==> config.mk <==
export PLATFORM = sky130hd
export DESIGN_NAME = clkdiv_lock_top
export DESIGN_NICKNAME = d
export VERILOG_FILES = /design/src/rtl/clkdiv_pkg.sv /design/src/rtl/clkdiv_regs.sv /design/src/rtl/clkdiv_core.sv /design/src/rtl/clkdiv_rstgen.sv /design/src/rtl/clkdiv_lock_top.sv
export SDC_FILE = /design/constraint.sdc
export NUM_CORES = 1
export LEC_CHECK = 0
export ABC_AREA = 0
export ABC_CLOCK_PERIOD_IN_PS = 4100
export BUFFER_PORTS_ARGS = -buffer_cell sky130_fd_sc_hd__buf_2
export CAP_MARGIN = 40
export CORE_MARGIN = 3
export CORE_UTILIZATION = 40
export DETAILED_ROUTE_END_ITERATION = 10
export GPL_TIMING_DRIVEN = 0
export PLACE_DENSITY = 0.66
export RECOVER_POWER = 100
export REMOVE_ABC_BUFFERS = 1
export SYNTH_ARGS = -nofsm -noshare
export SYNTH_HDL_FRONTEND = slang
export SYNTH_SLANG_ARGS = --single-unit
==> constraint.sdc <==
create_clock -name clk -period 4.1 [get_ports clk]
set_clock_uncertainty 0.05 [all_clocks]
set_input_delay 0.205 -clock clk [delete_from_list [all_inputs] [get_ports clk]]
set_output_delay 0.205 -clock clk [all_outputs]
set_load 0.005 [all_outputs]
==> src/rtl/clkdiv_pkg.sv <==
package clkdiv_pkg;
  localparam int EN_POS    = 0;
  localparam int RSTREQ_POS = 1;
  localparam int APPLY_POS = 2;
  localparam int RATIO_LSB = 4;
  localparam int LOCK_POS_HI = 31;
  localparam int LOCK_POS_LO = 27;

  typedef enum logic [1:0] {
    SKIP_NONE  = 2'd0,
    SKIP_ONE   = 2'd1,
    SKIP_UPTO3 = 2'd2
  } skip_e;

  // Replacement code for ratios made illegal by the skip option.
  function automatic logic [31:0] remap_ratio(input logic [31:0] v, input skip_e mode);
    logic [31:0] r;
    r = v;
    case (mode)
      SKIP_ONE:   if (v == 32'd1) r = 32'd0;
      SKIP_UPTO3: begin
        if (v == 32'd1 || v == 32'd2) r = 32'd0;
        else if (v == 32'd3)          r = 32'd4;
      end
      default: r = v;
    endcase
    return r;
  endfunction
endpackage

==> src/rtl/clkdiv_regs.sv <==
module clkdiv_regs #(
  parameter int RATIO_W = 8,
  parameter clkdiv_pkg::skip_e SKIP = clkdiv_pkg::SKIP_NONE
) (
  input  logic               clk,
  input  logic               rst,
  input  logic               wr_en,
  input  logic [2:0]         wr_cmd,
  input  logic [RATIO_W-1:0] wr_ratio,
  output logic               en_q,
  output logic               en_nx,
  output logic [RATIO_W-1:0] ratio_q,
  output logic               apply_req,
  output logic               rst_req
);
  logic [RATIO_W-1:0] mapped;

  always_comb begin
    en_nx     = wr_en ? wr_cmd[clkdiv_pkg::EN_POS] : en_q;
    apply_req = wr_en & wr_cmd[clkdiv_pkg::APPLY_POS];
    rst_req   = wr_en & wr_cmd[clkdiv_pkg::RSTREQ_POS];
    mapped    = RATIO_W'(clkdiv_pkg::remap_ratio(32'(wr_ratio), SKIP));
  end

  always_ff @(posedge clk) begin
    if (rst) begin
      en_q    <= 1'b0;
      ratio_q <= '0;
    end else begin
      en_q <= en_nx;
      if (wr_en) ratio_q <= mapped;
    end
  end
endmodule

==> src/rtl/clkdiv_core.sv <==
module clkdiv_core #(
  parameter int RATIO_W = 8,
  parameter int LOCK_PERIODS = 4
) (
  input  logic               clk,
  input  logic               rst,
  input  logic               en_nx,
  input  logic [RATIO_W-1:0] ratio_pend,
  input  logic               apply_req,
  output logic               locked,
  output logic               div_clk,
  output logic               div_tick,
  output logic               out_valid
);
  localparam int PW = $clog2(LOCK_PERIODS + 1);

  logic [RATIO_W-1:0] act_q, act_nx, cnt_q, cnt_nx, n_cur, n_nx, half_nx;
  logic               pend_q, pend_nx, lock_q, lock_nx, boundary, phase_hi;
  logic [PW-1:0]      per_q, per_nx;

  always_comb begin
    n_cur    = (act_q == '0) ? RATIO_W'(1) : act_q;
    boundary = (cnt_q == n_cur - RATIO_W'(1));
    act_nx   = act_q;
    cnt_nx   = cnt_q + RATIO_W'(1);
    pend_nx  = pend_q;
    lock_nx  = lock_q;
    per_nx   = per_q;
    if (boundary) begin
      cnt_nx = '0;
      if (pend_q) begin
        act_nx  = ratio_pend;
        pend_nx = 1'b0;
        per_nx  = '0;
      end else if (!lock_q) begin
        if (per_q == PW'(LOCK_PERIODS - 1)) lock_nx = 1'b1;
        else                                 per_nx  = per_q + PW'(1);
      end
    end
    if (apply_req) begin
      pend_nx = 1'b1;
      lock_nx = 1'b0;
    end
    n_nx     = (act_nx == '0) ? RATIO_W'(1) : act_nx;
    half_nx  = n_nx >> 1;
    phase_hi = (n_nx == RATIO_W'(1)) || (cnt_nx < half_nx);
  end

  always_ff @(posedge clk) begin
    if (rst) begin
      act_q     <= '0;
      cnt_q     <= '0;
      pend_q    <= 1'b0;
      lock_q    <= 1'b1;
      per_q     <= '0;
      div_clk   <= 1'b0;
      div_tick  <= 1'b0;
      out_valid <= 1'b0;
    end else begin
      act_q     <= act_nx;
      cnt_q     <= cnt_nx;
      pend_q    <= pend_nx;
      lock_q    <= lock_nx;
      per_q     <= per_nx;
      div_clk   <= en_nx & phase_hi;
      div_tick  <= en_nx & (cnt_nx == '0);
      out_valid <= en_nx & lock_nx;
    end
  end

  assign locked = lock_q;
endmodule

==> src/rtl/clkdiv_rstgen.sv <==
module clkdiv_rstgen #(
  parameter int RST_CYCLES = 50
) (
  input  logic clk,
  input  logic rst,
  input  logic req,
  output logic dom_rst
);
  localparam int CW = $clog2(RST_CYCLES + 1);
  logic [CW-1:0] cnt_q, cnt_nx;

  always_comb begin
    if (req)              cnt_nx = CW'(RST_CYCLES);
    else if (cnt_q != '0) cnt_nx = cnt_q - CW'(1);
    else                  cnt_nx = cnt_q;
  end

  always_ff @(posedge clk) begin
    if (rst) begin
      cnt_q   <= '0;
      dom_rst <= 1'b0;
    end else begin
      cnt_q   <= cnt_nx;
      dom_rst <= (cnt_nx != '0);
    end
  end
endmodule

==> src/rtl/clkdiv_lock_top.sv <==
module clkdiv_lock_top #(
  parameter int RATIO_W = 8,
  parameter bit LOCK_AT_27 = 1'b0,
  parameter clkdiv_pkg::skip_e SKIP = clkdiv_pkg::SKIP_NONE,
  parameter int RST_CYCLES = 50
) (
  input  logic        clk,
  input  logic        rst,
  input  logic        wr_en,
  input  logic [31:0] wr_data,
  output logic [31:0] rd_data,
  output logic        div_clk,
  output logic        div_tick,
  output logic        out_valid,
  output logic        dom_rst
);
  localparam int LOCK_POS = LOCK_AT_27 ? clkdiv_pkg::LOCK_POS_LO : clkdiv_pkg::LOCK_POS_HI;

  logic               en_q, en_nx, apply_req, rst_req, locked;
  logic [RATIO_W-1:0] ratio_q;
  logic               unused_wr_bits;

  assign unused_wr_bits = ^{wr_data[3], wr_data[31:clkdiv_pkg::RATIO_LSB+RATIO_W]};

  clkdiv_regs #(.RATIO_W(RATIO_W), .SKIP(SKIP)) u_regs (
    .clk(clk), .rst(rst), .wr_en(wr_en),
    .wr_cmd(wr_data[2:0]),
    .wr_ratio(wr_data[clkdiv_pkg::RATIO_LSB +: RATIO_W]),
    .en_q(en_q), .en_nx(en_nx), .ratio_q(ratio_q),
    .apply_req(apply_req), .rst_req(rst_req)
  );

  clkdiv_core #(.RATIO_W(RATIO_W), .LOCK_PERIODS(4)) u_core (
    .clk(clk), .rst(rst), .en_nx(en_nx), .ratio_pend(ratio_q),
    .apply_req(apply_req), .locked(locked),
    .div_clk(div_clk), .div_tick(div_tick), .out_valid(out_valid)
  );

  clkdiv_rstgen #(.RST_CYCLES(RST_CYCLES)) u_rstgen (
    .clk(clk), .rst(rst), .req(rst_req), .dom_rst(dom_rst)
  );

  // Read-back assembly; the lock flag position is chosen at build time.
  generate
    if (LOCK_AT_27) begin : g_lock_lo
      always_comb begin
        rd_data = '0;
        rd_data[clkdiv_pkg::EN_POS] = en_q;
        rd_data[clkdiv_pkg::RATIO_LSB +: RATIO_W] = ratio_q;
        rd_data[clkdiv_pkg::LOCK_POS_LO] = locked;
      end
    end else begin : g_lock_hi
      always_comb begin
        rd_data = '0;
        rd_data[clkdiv_pkg::EN_POS] = en_q;
        rd_data[clkdiv_pkg::RATIO_LSB +: RATIO_W] = ratio_q;
        rd_data[clkdiv_pkg::LOCK_POS_HI] = locked;
      end
    end
  endgenerate
endmodule

==> results of run 1 <==
-- sequential cells by signal, summed over array words and instances, names as in the netlist --
register and count:
u_core.out_valid 1, u_core.per_q 3, u_rstgen.cnt_q 6, u_rstgen.dom_rst 1
u_core.locked 1, u_core.div_tick 1, u_core.act_q 8, u_core.pend_q 1
u_regs.ratio_q 8, u_regs.en_q 1, u_core.cnt_q 8, u_core.div_clk 1
-- critical path, cell delays in order, from the launching register on --
cell and delay [ns]:
dfxtp_1 0.38, nor4_4 0.29, a21oi_1 0.13, ha_1 0.32
xnor2_1 0.13, or4_4 0.59, nor4_4 0.23, buf_6 0.18
mux2i_1 0.25, ha_1 0.28, a21o_1 0.16, a21oi_1 0.13
o21ai_0 0.14, a311o_1 0.31, o211ai_1 0.10
-- final timing paths --
check,depth (start not counted),endpoint,slack (ns),start
setup reg to reg,14,u_core.div_clk,0.34,u_core.act_q[5]
setup / recovery,14,u_core.div_clk,0.34,u_core.act_q[5]
hold reg to reg,2,u_core.per_q[2],0.41,u_core.per_q[2]
hold / removal,2,u_rstgen.cnt_q[0],0.05,wr_data[1]
-- per-stage QoR --
step           area (um2)  utilization  worst slack, ns  TNS (ns)  hold slack, ns
2_1_floorplan        2070            -           -0.557    -0.557           0.224
3_3_place_gp         2290        0.438            -1.37     -3.39           0.350
3_5_place_dp         2310        0.441           -0.233    -0.233           0.356
4_1_cts              2420        0.462           0.0470         0          0.0395
5_1_grt              2430        0.463           0.0815         0          0.0381
6_report             2430        0.463            0.337         0          0.0485
-- routing by layer --
| metal | part of all wire | routed length, um | vias up |
|---|---|---|---|
| met4 | 0.020 | 89 | 0 |
| met5 | 0 | 0 | - |
| li1 | - | - | 872 |
| met1 | 0.46 | 2000 | 780 |
| met3 | 0.070 | 304 | 7 |
| met2 | 0.45 | 1970 | 53 |
-- what timing repair did --
action / in CTS / in global routing
buffers inserted: 1 / 1
hold buffers: 0 / 0
setup endpoints to repair: 1 / 1
cloned: 0 / 1
gates resized for setup: 2 / 2
pin swaps: 1 / 3
-- power by group through the flow --
stage | clock network [mW] | logic, mW | registers (mW)
floorplan | 0 | 0.454 | 0.508
global placement | 0 | 0.563 | 0.520
detailed placement | 0 | 0.573 | 0.522
CTS | 0.275 | 0.594 | 0.514
global route | 0.294 | 0.704 | 0.524
finish | 0.268 | 0.620 | 0.514
-- cell usage in the layout, fill, tap and decap left out, drive strengths merged, types with 3 or more instances in the layout --
cell	count
buf	21
or3	3
nor2	29
xnor2	11
xor2	9
a21oi	14
dfxtp	40
ha	12
nor4	8
inv	6
conb	22
nor3	15
clkbuf	17
nand3	8
nand3b	3
mux2i	17
a31oi	4
o21ai	3
nand2	12
-- area by class of cell --
cell class	count	area, um2	area share
Sequential cell	40	801	0.330
Multi-Input combinational cell	192	1280	0.526
Tap cell	70	87.6	0.0361
Inverter	6	22.5	0.00928
Clock buffer	8	90.1	0.0371
Timing Repair Buffer	30	150	0.0619
-- logic make-up (layout without fill, tap and decap cells) --
logic type | after synthesis | count (layout) | synth area share
muxes | 18 | 18 | 0.0820
DFF | 40 | 40 | 0.362
buffers and inverters | 38 | 44 | 0.110
xor gates and xnor gates | 20 | 20 | 0.0825
adders and majority gates | 12 | 12 | 0.0678
AOI/OAI and AO/OA | 30 | 30 | 0.0825
other | 1 | 22 | 0.00169
and+or+nand+nor | 89 | 90 | 0.211
==> results by group, run 1 <==
Drt
  • DR DRC count: 0
  • Routed vias/inst: 4.95
  • DR iter-0 viols: 60
  • Via Count: 1,712
  • Antenna viol nets, final: 0
  • Wire per inst: 12.6 um
  • Post-Route WL: 4.36 mm
  • Initial DRT Pass Iterations: 4

Pwr
  • Comb power frac: 0.442
  • Pint: 859 uW
  • Clock share of power: 0.191
  • Switching fraction of total power: 0.387
  • P_leak: 1.05 nW
  • Peak VDD IR: 0.239 mV
  • Design Power: 1.40 mW
  • Power Density: 578 nW/um2
  • Switch Pwr: 543 uW
  • Flop pwr share: 0.367

Worst setup path
  • Crit Path Max Fanout: 7
  • WP data required: 4.26 ns
  • Critical path type: register to register
  • WP data arrival: 3.92 ns
  • Type of origin of the critical path: register
  • CP endpoint kind: register

Synth
  • Distinct cells, synth: 45
  • Yosys reg bits: 40
  • Post-Syn Area: 2210 um2
  • Main area contributors after synthesis: dfxtp_1, buf_4, mux2i_1
  • Post-synth top cells: dfxtp_1, nor2_1, buf_4, mux2i_1, a21oi_1
  • Ys flop type: dfxtp_1
  • Register area share after synthesis: 0.362
  • Post-synth ARST share: 0
  • Post-Syn Instances: 248
  • Syn. warnings: 0
  • Post-synth EDFFs: 0
  • Share of the synthesized area in the top cell type: 0.362
  • Synth Area per Inst: 8.92 um2
  • Leading area contributor after synthesis: dfxtp_1
  • Most common cell in the synthesized netlist: dfxtp_1

Placement
  • Cells after DPL: 335
  • Port buffer count: 27
  • Hpwl dp: 3.08 mm
  • Placer Congestion: 0.797

Floorplan
  • Die width: 80.4 um
  • Starting Density: 0.423
  • I/O Pins: 71
  • Die Area: 6460 um2
  • Vert. Die Dim: 80.4 um
  • Rows: 26
  • Core area: 5240 um2

STA
  • Fin. max-slew vios: 37
  • Final-report setup violation count: 0
  • Final hold viol count: 0
  • Slew margin rel.: -0.0306
  • RSZ-0062 raised after global routing: no
  • Worst slew pin tran: 1.55 ns
  • Highest Clock Rate: 266 MHz
  • Tmin final: 3.76 ns
  • Period utilization: 0.918

GRT
  • Met3 usage: 0.0516
  • First-pass GRT wire length: 7.23 mm
  • Vias in the first global route: 1,573
  • Met2 Usage GRT: 0.228
  • Largest net degree at the start of global routing: 37
  • Antenna violations before repair: 0
  • GRT Overall Usage: 0.146
  • Met1 GRT Util: 0.184
  • Top Usage Layer GRT: met2
  • Total global routing overflow: 0

Clocking
  • Root buf cell: clkbuf_8
  • H-tree depth: 2
  • Clock Sink Count: 40
  • Max clock buf depth: 2
  • Worst-skew pair later-pin latency: 0.29 ns
  • Total CTS buffers: 5
  • CTS tree: yes
  • Clock transition at path regs: 0.07 ns

Cells and area
  • # fillers: 533
  • Share of cells above drive strength 1: 0.130
  • Antenna cells: 0
  • Area grow syn2layout: 9.67%
  • Nets: 322
  • Post-route non-filler standard cell count: 346

Worst hold path
  • HP Class: primary input to register

Run status
  • Status: complete, but fails checks
  • Violated checks: capacitance limit, slew limit

Run
  • Max Cap Viol: 1
(Power assumes the default switching activity.)
==> run 2: changes to the inputs <==
--- a/config.mk
+++ b/config.mk
@@ -7,7 +7,7 @@
 export LEC_CHECK = 0
 export ABC_AREA = 0
 export ABC_CLOCK_PERIOD_IN_PS = 4100
-export BUFFER_PORTS_ARGS = -buffer_cell sky130_fd_sc_hd__buf_2
+export BUFFER_PORTS_ARGS = -buffer_cell sky130_fd_sc_hd__buf_4
 export CAP_MARGIN = 40
 export CORE_MARGIN = 3
 export CORE_UTILIZATION = 40
==> results by group, run 2 (synthesis results as in run 1) <==
Worst setup path
  • Crit Path Max Fanout: 7
  • WP data arrival: 3.96 ns
  • Critical path type: register to register
  • Type of origin of the critical path: register
  • Crit path from: u_core.act_q[5]
  • Start of the worst register-to-register path: u_core.act_q[5]
  • CP endpoint kind: register
  • Cell count of the worst reg-to-reg path: 14
  • WP data required: 4.27 ns
  • R2R Setup Slk: 0.31 ns

Cells and area
  • Area grow syn2layout: 13.2%
  • Antenna cells: 0
  • Most frequent cells in the layout: dfxtp_1, nor2_1, conb_1
  • Nets: 322
  • Post-route non-filler standard cell count: 346
  • Share of cells above drive strength 1: 0.174
  • Most common cell after layout, fill and taps aside: dfxtp_1
  • Final Instance Area: 2510 um2
  • Biggest regs: u_core.act_q (8), u_core.cnt_q (8), u_regs.ratio_q (8)

Clocking
  • Clock transition at path regs: 0.08 ns
  • Clock Sink Count: 40
  • H-tree depth: 2
  • Total CTS buffers: 5
  • Root buf cell: clkbuf_8
  • CTS tree: yes
  • Cts hold-fix bufs: 0
  • Worst-skew pair later-pin latency: 0.29 ns
  • Max clock buf depth: 2

Placement
  • Setup WS pre-CTS: -0.293 ns
  • Hpwl dp: 3.01 mm
  • Placer Congestion: 0.786
  • Port buffer count: 27
  • Cells after DPL: 335
  • Cell area after placement: 2370 um2

STA
  • Highest Clock Rate: 264 MHz
  • Tmin final: 3.79 ns
  • RSZ-0062 raised after global routing: no
  • Fin Setup TNS: 0 ns
  • Worst setup margin: 0.306 ns
  • Hold slack: 0.0371 ns
  • Period utilization: 0.925
  • Fin. max-slew vios: 0
  • Slew margin rel.: 0.232
  • Final hold viol count: 0
  • Final-report setup violation count: 0
  • Worst slew pin tran: 1.14 ns

Floorplan
  • Rows: 26
  • Die Area: 6460 um2
  • Vert. Die Dim: 80.4 um
  • Starting Density: 0.423
  • I/O Pins: 71
  • Die width: 80.4 um
  • Core area: 5240 um2

Drt
  • Wire per inst: 12.3 um
  • Met3 WL: 228 um
  • Initial DRT Pass Iterations: 4
  • Routed wl met2: 1.88 mm
  • WL met1: 2.11 mm
  • Routed vias/inst: 4.94
  • Top sig layer: met4
  • Via Count: 1,710
  • Post-Route WL: 4.27 mm
  • DR iter-0 viols: 63
  • DR DRC count: 0
  • Antenna viol nets, final: 0

Worst hold path
  • Worst hold start: wr_data[1]
  • Hold Path Stages: 2
  • HP Class: primary input to register

GRT
  • Antenna violations before repair: 0
  • Vias in the first global route: 1,606
  • First-pass GRT wire length: 7.38 mm
  • GRT Overall Usage: 0.145
  • Total global routing overflow: 0
  • Largest net degree at the start of global routing: 37

Pwr
  • Power Density: 563 nW/um2
  • Peak VDD IR: 0.248 mV
  • P_leak: 1.09 nW

Run status
  • Status: completed

Run
  • Max Cap Viol: 0
## run 2: final timing paths
check,end
worst min-delay path,u_rstgen.cnt_q[0]
worst max register to register,u_core.div_clk
worst min register to register,u_core.per_q[2]
worst max-delay path,u_core.div_clk
## run 2: power by group
group          internal (mW)  switching, mW  total [mW]
clock network          0.134          0.138       0.272
logic                  0.284          0.343       0.627
registers              0.450         0.0628       0.513
## run 2: layer usage
layer	global-route usage	vias up
met5	0	-
met3	0.0348	5
li1	-	876
met1	0.203	781
met2	0.215	48
met4	0.0524	0
## run 2: layout make-up
type | count | area, um2
Inverter | 6 | 22.5
Sequential cell | 40 | 801
Clock buffer | 6 | 82.6
Clock inverter | 2 | 10.0
Timing Repair Buffer | 30 | 229
Multi-Input combinational cell | 192 | 1270
Tap cell | 70 | 87.6
Fill cell | 518 | 2730
## run 2: through the flow
step           total power, mW   util
6_report                  1.41  0.479
5_1_grt                   1.54  0.479
4_1_cts                   1.40  0.476
3_5_place_dp              1.10  0.453
3_3_place_gp              1.10  0.451
2_1_floorplan            0.962      -
## run 2: worst max-delay path: stages, from the launching register on
cell and delay [ns]:
dfxtp_1 0.38, nor4_4 0.39, a21oi_2 0.11, ha_1 0.32
xnor2_1 0.13, or4_4 0.58, nor4_4 0.23, buf_6 0.19
mux2i_1 0.23, ha_1 0.27, a21o_1 0.16, a21oi_1 0.14
o21ai_0 0.14, a311o_1 0.31, o211ai_1 0.09
## run 2: what timing repair did
action,4_1_cts,5_1_grt
pin swaps,1,3
cloned,0,1
resized for setup,2,2
buffers inserted,1,1
setup endpoints to repair,1,1
==> run 3: changes to the inputs <==
--- a/config.mk
+++ b/config.mk
@@ -7,13 +7,13 @@
 export LEC_CHECK = 0
 export ABC_AREA = 0
 export ABC_CLOCK_PERIOD_IN_PS = 4100
-export BUFFER_PORTS_ARGS = -buffer_cell sky130_fd_sc_hd__buf_4
+export BUFFER_PORTS_ARGS = -buffer_cell sky130_fd_sc_hd__buf_2
 export CAP_MARGIN = 40
 export CORE_MARGIN = 3
-export CORE_UTILIZATION = 40
+export CORE_UTILIZATION = 31
 export DETAILED_ROUTE_END_ITERATION = 10
 export GPL_TIMING_DRIVEN = 0
-export PLACE_DENSITY = 0.66
+export PLACE_DENSITY = 0.54
 export RECOVER_POWER = 100
 export REMOVE_ABC_BUFFERS = 1
 export SYNTH_ARGS = -nofsm -noshare
==> results by group, run 3 (synthesis results as in run 1) <==
Cells and area
  • Nets: 322
  • Share of cells above drive strength 1: 0.145
  • Final Instance Area: 2460 um2
  • Most frequent cells in the layout: dfxtp_1, nor2_1, conb_1, buf_2, mux2i_1
  • Register area: 801 um2
  • Biggest regs: u_core.act_q (8), u_core.cnt_q (8), u_regs.ratio_q (8)
  • Multi-input gate area: 1270 um2
  • # fillers: 736
  • Most common cell after layout, fill and taps aside: dfxtp_1
  • Antenna cells: 0
  • Area grow syn2layout: 11.1%

STA
  • Fin. max-slew vios: 37
  • Tmin final: 3.84 ns
  • Slew margin rel.: -0.0333
  • Fin Setup TNS: 0 ns
  • Final-report setup violation count: 0
  • Hold slack: 0.0598 ns
  • Period utilization: 0.936
  • Worst setup margin: 0.264 ns
  • RSZ-0062 raised after global routing: no
  • Highest Clock Rate: 261 MHz
  • Worst slew pin tran: 1.55 ns
  • Final hold viol count: 0

Pwr
  • P_leak: 1.06 nW
  • Clock share of power: 0.191
  • Pint: 860 uW
  • Peak VDD IR: 0.178 mV
  • Flop pwr share: 0.365
  • Switch Pwr: 551 uW
  • Comb power frac: 0.444
  • Switching fraction of total power: 0.391
  • Design Power: 1.41 mW
  • Power Density: 574 nW/um2

Clocking
  • Clock Sink Count: 40
  • Total CTS buffers: 5
  • H-tree depth: 2
  • Cts hold-fix bufs: 0
  • Root buf cell: clkbuf_8
  • CTS tree: yes
  • Clock transition at path regs: 0.08 ns
  • Worst-skew pair later-pin latency: 0.29 ns
  • Max clock buf depth: 2

Worst hold path
  • HP Class: primary input to register
  • Hold worst-path end: u_rstgen.cnt_q[0]
  • Hold Path Stages: 2
  • Worst hold start: wr_data[1]

Floorplan
  • Core area: 6870 um2
  • Rows: 30
  • Vert. Die Dim: 90.5 um
  • Die width: 90.5 um
  • Die Area: 8190 um2
  • I/O Pins: 71
  • Starting Density: 0.322

Run status
  • Violated checks: capacitance limit, slew limit
  • Status: complete, but fails checks

Worst setup path
  • Start of the worst register-to-register path: u_core.act_q[5]
  • Reg2reg end: u_core.div_clk
  • Type of origin of the critical path: register
  • Critical path type: register to register
  • CP endpoint kind: register
  • CP max stage cell: or4_4
  • R2R Setup Slk: 0.26 ns
  • Crit Path Max Fanout: 7
  • Delay-heaviest family, CP: simple AND/OR/NAND/NOR gates
  • Cell count of the worst reg-to-reg path: 15
  • WP buf/inv: 1
  • CP max stage delay: 0.54 ns
  • WP data arrival: 4.00 ns
  • WP data required: 4.26 ns
  • Critical-path cell list: nor4_4, a21oi_1, ha_1, nor3_1, a31oi_1, or4_4, nor4_4, buf_6, mux2i_1, ha_1, a21o_1, a21oi_1, o21ai_0, a311o_1, o211ai_1

Placement
  • Hpwl dp: 3.23 mm
  • Cell area after placement: 2340 um2
  • Setup WS pre-CTS: -0.270 ns
  • Port buffer count: 27
  • Placer Congestion: 0.821

GRT
  • Vias in the first global route: 1,612
  • Largest net degree at the start of global routing: 37
  • Antenna violations before repair: 0
  • First-pass GRT wire length: 7.48 mm
  • Total global routing overflow: 0
  • GRT Overall Usage: 0.110

Drt
  • Antenna viol nets, final: 0
  • Routed vias/inst: 4.57
  • Wire per inst: 12.0 um
  • Via Count: 1,701
  • Initial DRT Pass Iterations: 4
  • Post-Route WL: 4.48 mm
  • DR DRC count: 0
  • DR iter-0 viols: 73

Run
  • Max Cap Viol: 1
run 3: cell type report:
cell class                      instances  area share
Tap cell                               96      0.0489
Inverter                                6     0.00916
Clock buffer                            8      0.0366
Timing Repair Buffer                   30      0.0631
Sequential cell                        40       0.326
Multi-Input combinational cell        192       0.517
run 3: power by group through the flow:
stage / combinational [mW] / clock (mW) / sequential [mW]
2_1_floorplan: 0.454 / 0 / 0.508
3_3_place_gp: 0.572 / 0 / 0.521
3_5_place_dp: 0.578 / 0 / 0.523
4_1_cts: 0.599 / 0.279 / 0.515
5_1_grt: 0.700 / 0.302 / 0.525
6_report: 0.626 / 0.270 / 0.516
run 3: timing repair:
item | 4_1_cts | 5_1_grt
buffers inserted | 1 | 1
cloned | 0 | 1
resized for setup | 2 | 2
pin swaps | 1 | 3
setup endpoints to repair | 1 | 1
run 3: how the worst max path moves through the flow:
stage | start | cells past startpoint | slack [ns] | to
floorplan | u_core.act_q[4] | 13 | -0.56 | u_core.div_clk
global placement | u_core.act_q[4] | 13 | -1.50 | u_core.div_clk
detailed placement | u_core.act_q[4] | 14 | -0.27 | u_core.div_clk
CTS | u_core.act_q[4] | 14 | 0.02 | u_core.div_clk
global route | u_core.act_q[5] | 15 | 0.05 | u_core.div_clk
finish | u_core.act_q[5] | 15 | 0.26 | u_core.div_clk
run 3: per-stage QoR:
| step | cells | utilization |
|---|---|---|
| 5_1_grt | 372 | 0.358 |
| 6_report | 372 | 0.358 |
| 4_1_cts | 370 | 0.357 |
| 3_5_place_dp | 361 | 0.341 |
| 3_3_place_gp | 360 | 0.339 |
| 2_1_floorplan | 237 | - |
run 3: layer usage:
| metal | vias up | global-route usage | part of all wire |
|---|---|---|---|
| met5 | - | 0 | 0 |
| met4 | 0 | 0.0268 | 0.011 |
| met3 | 4 | 0.0283 | 0.054 |
| met2 | 45 | 0.172 | 0.43 |
| met1 | 779 | 0.151 | 0.51 |
| li1 | 873 | - | - |
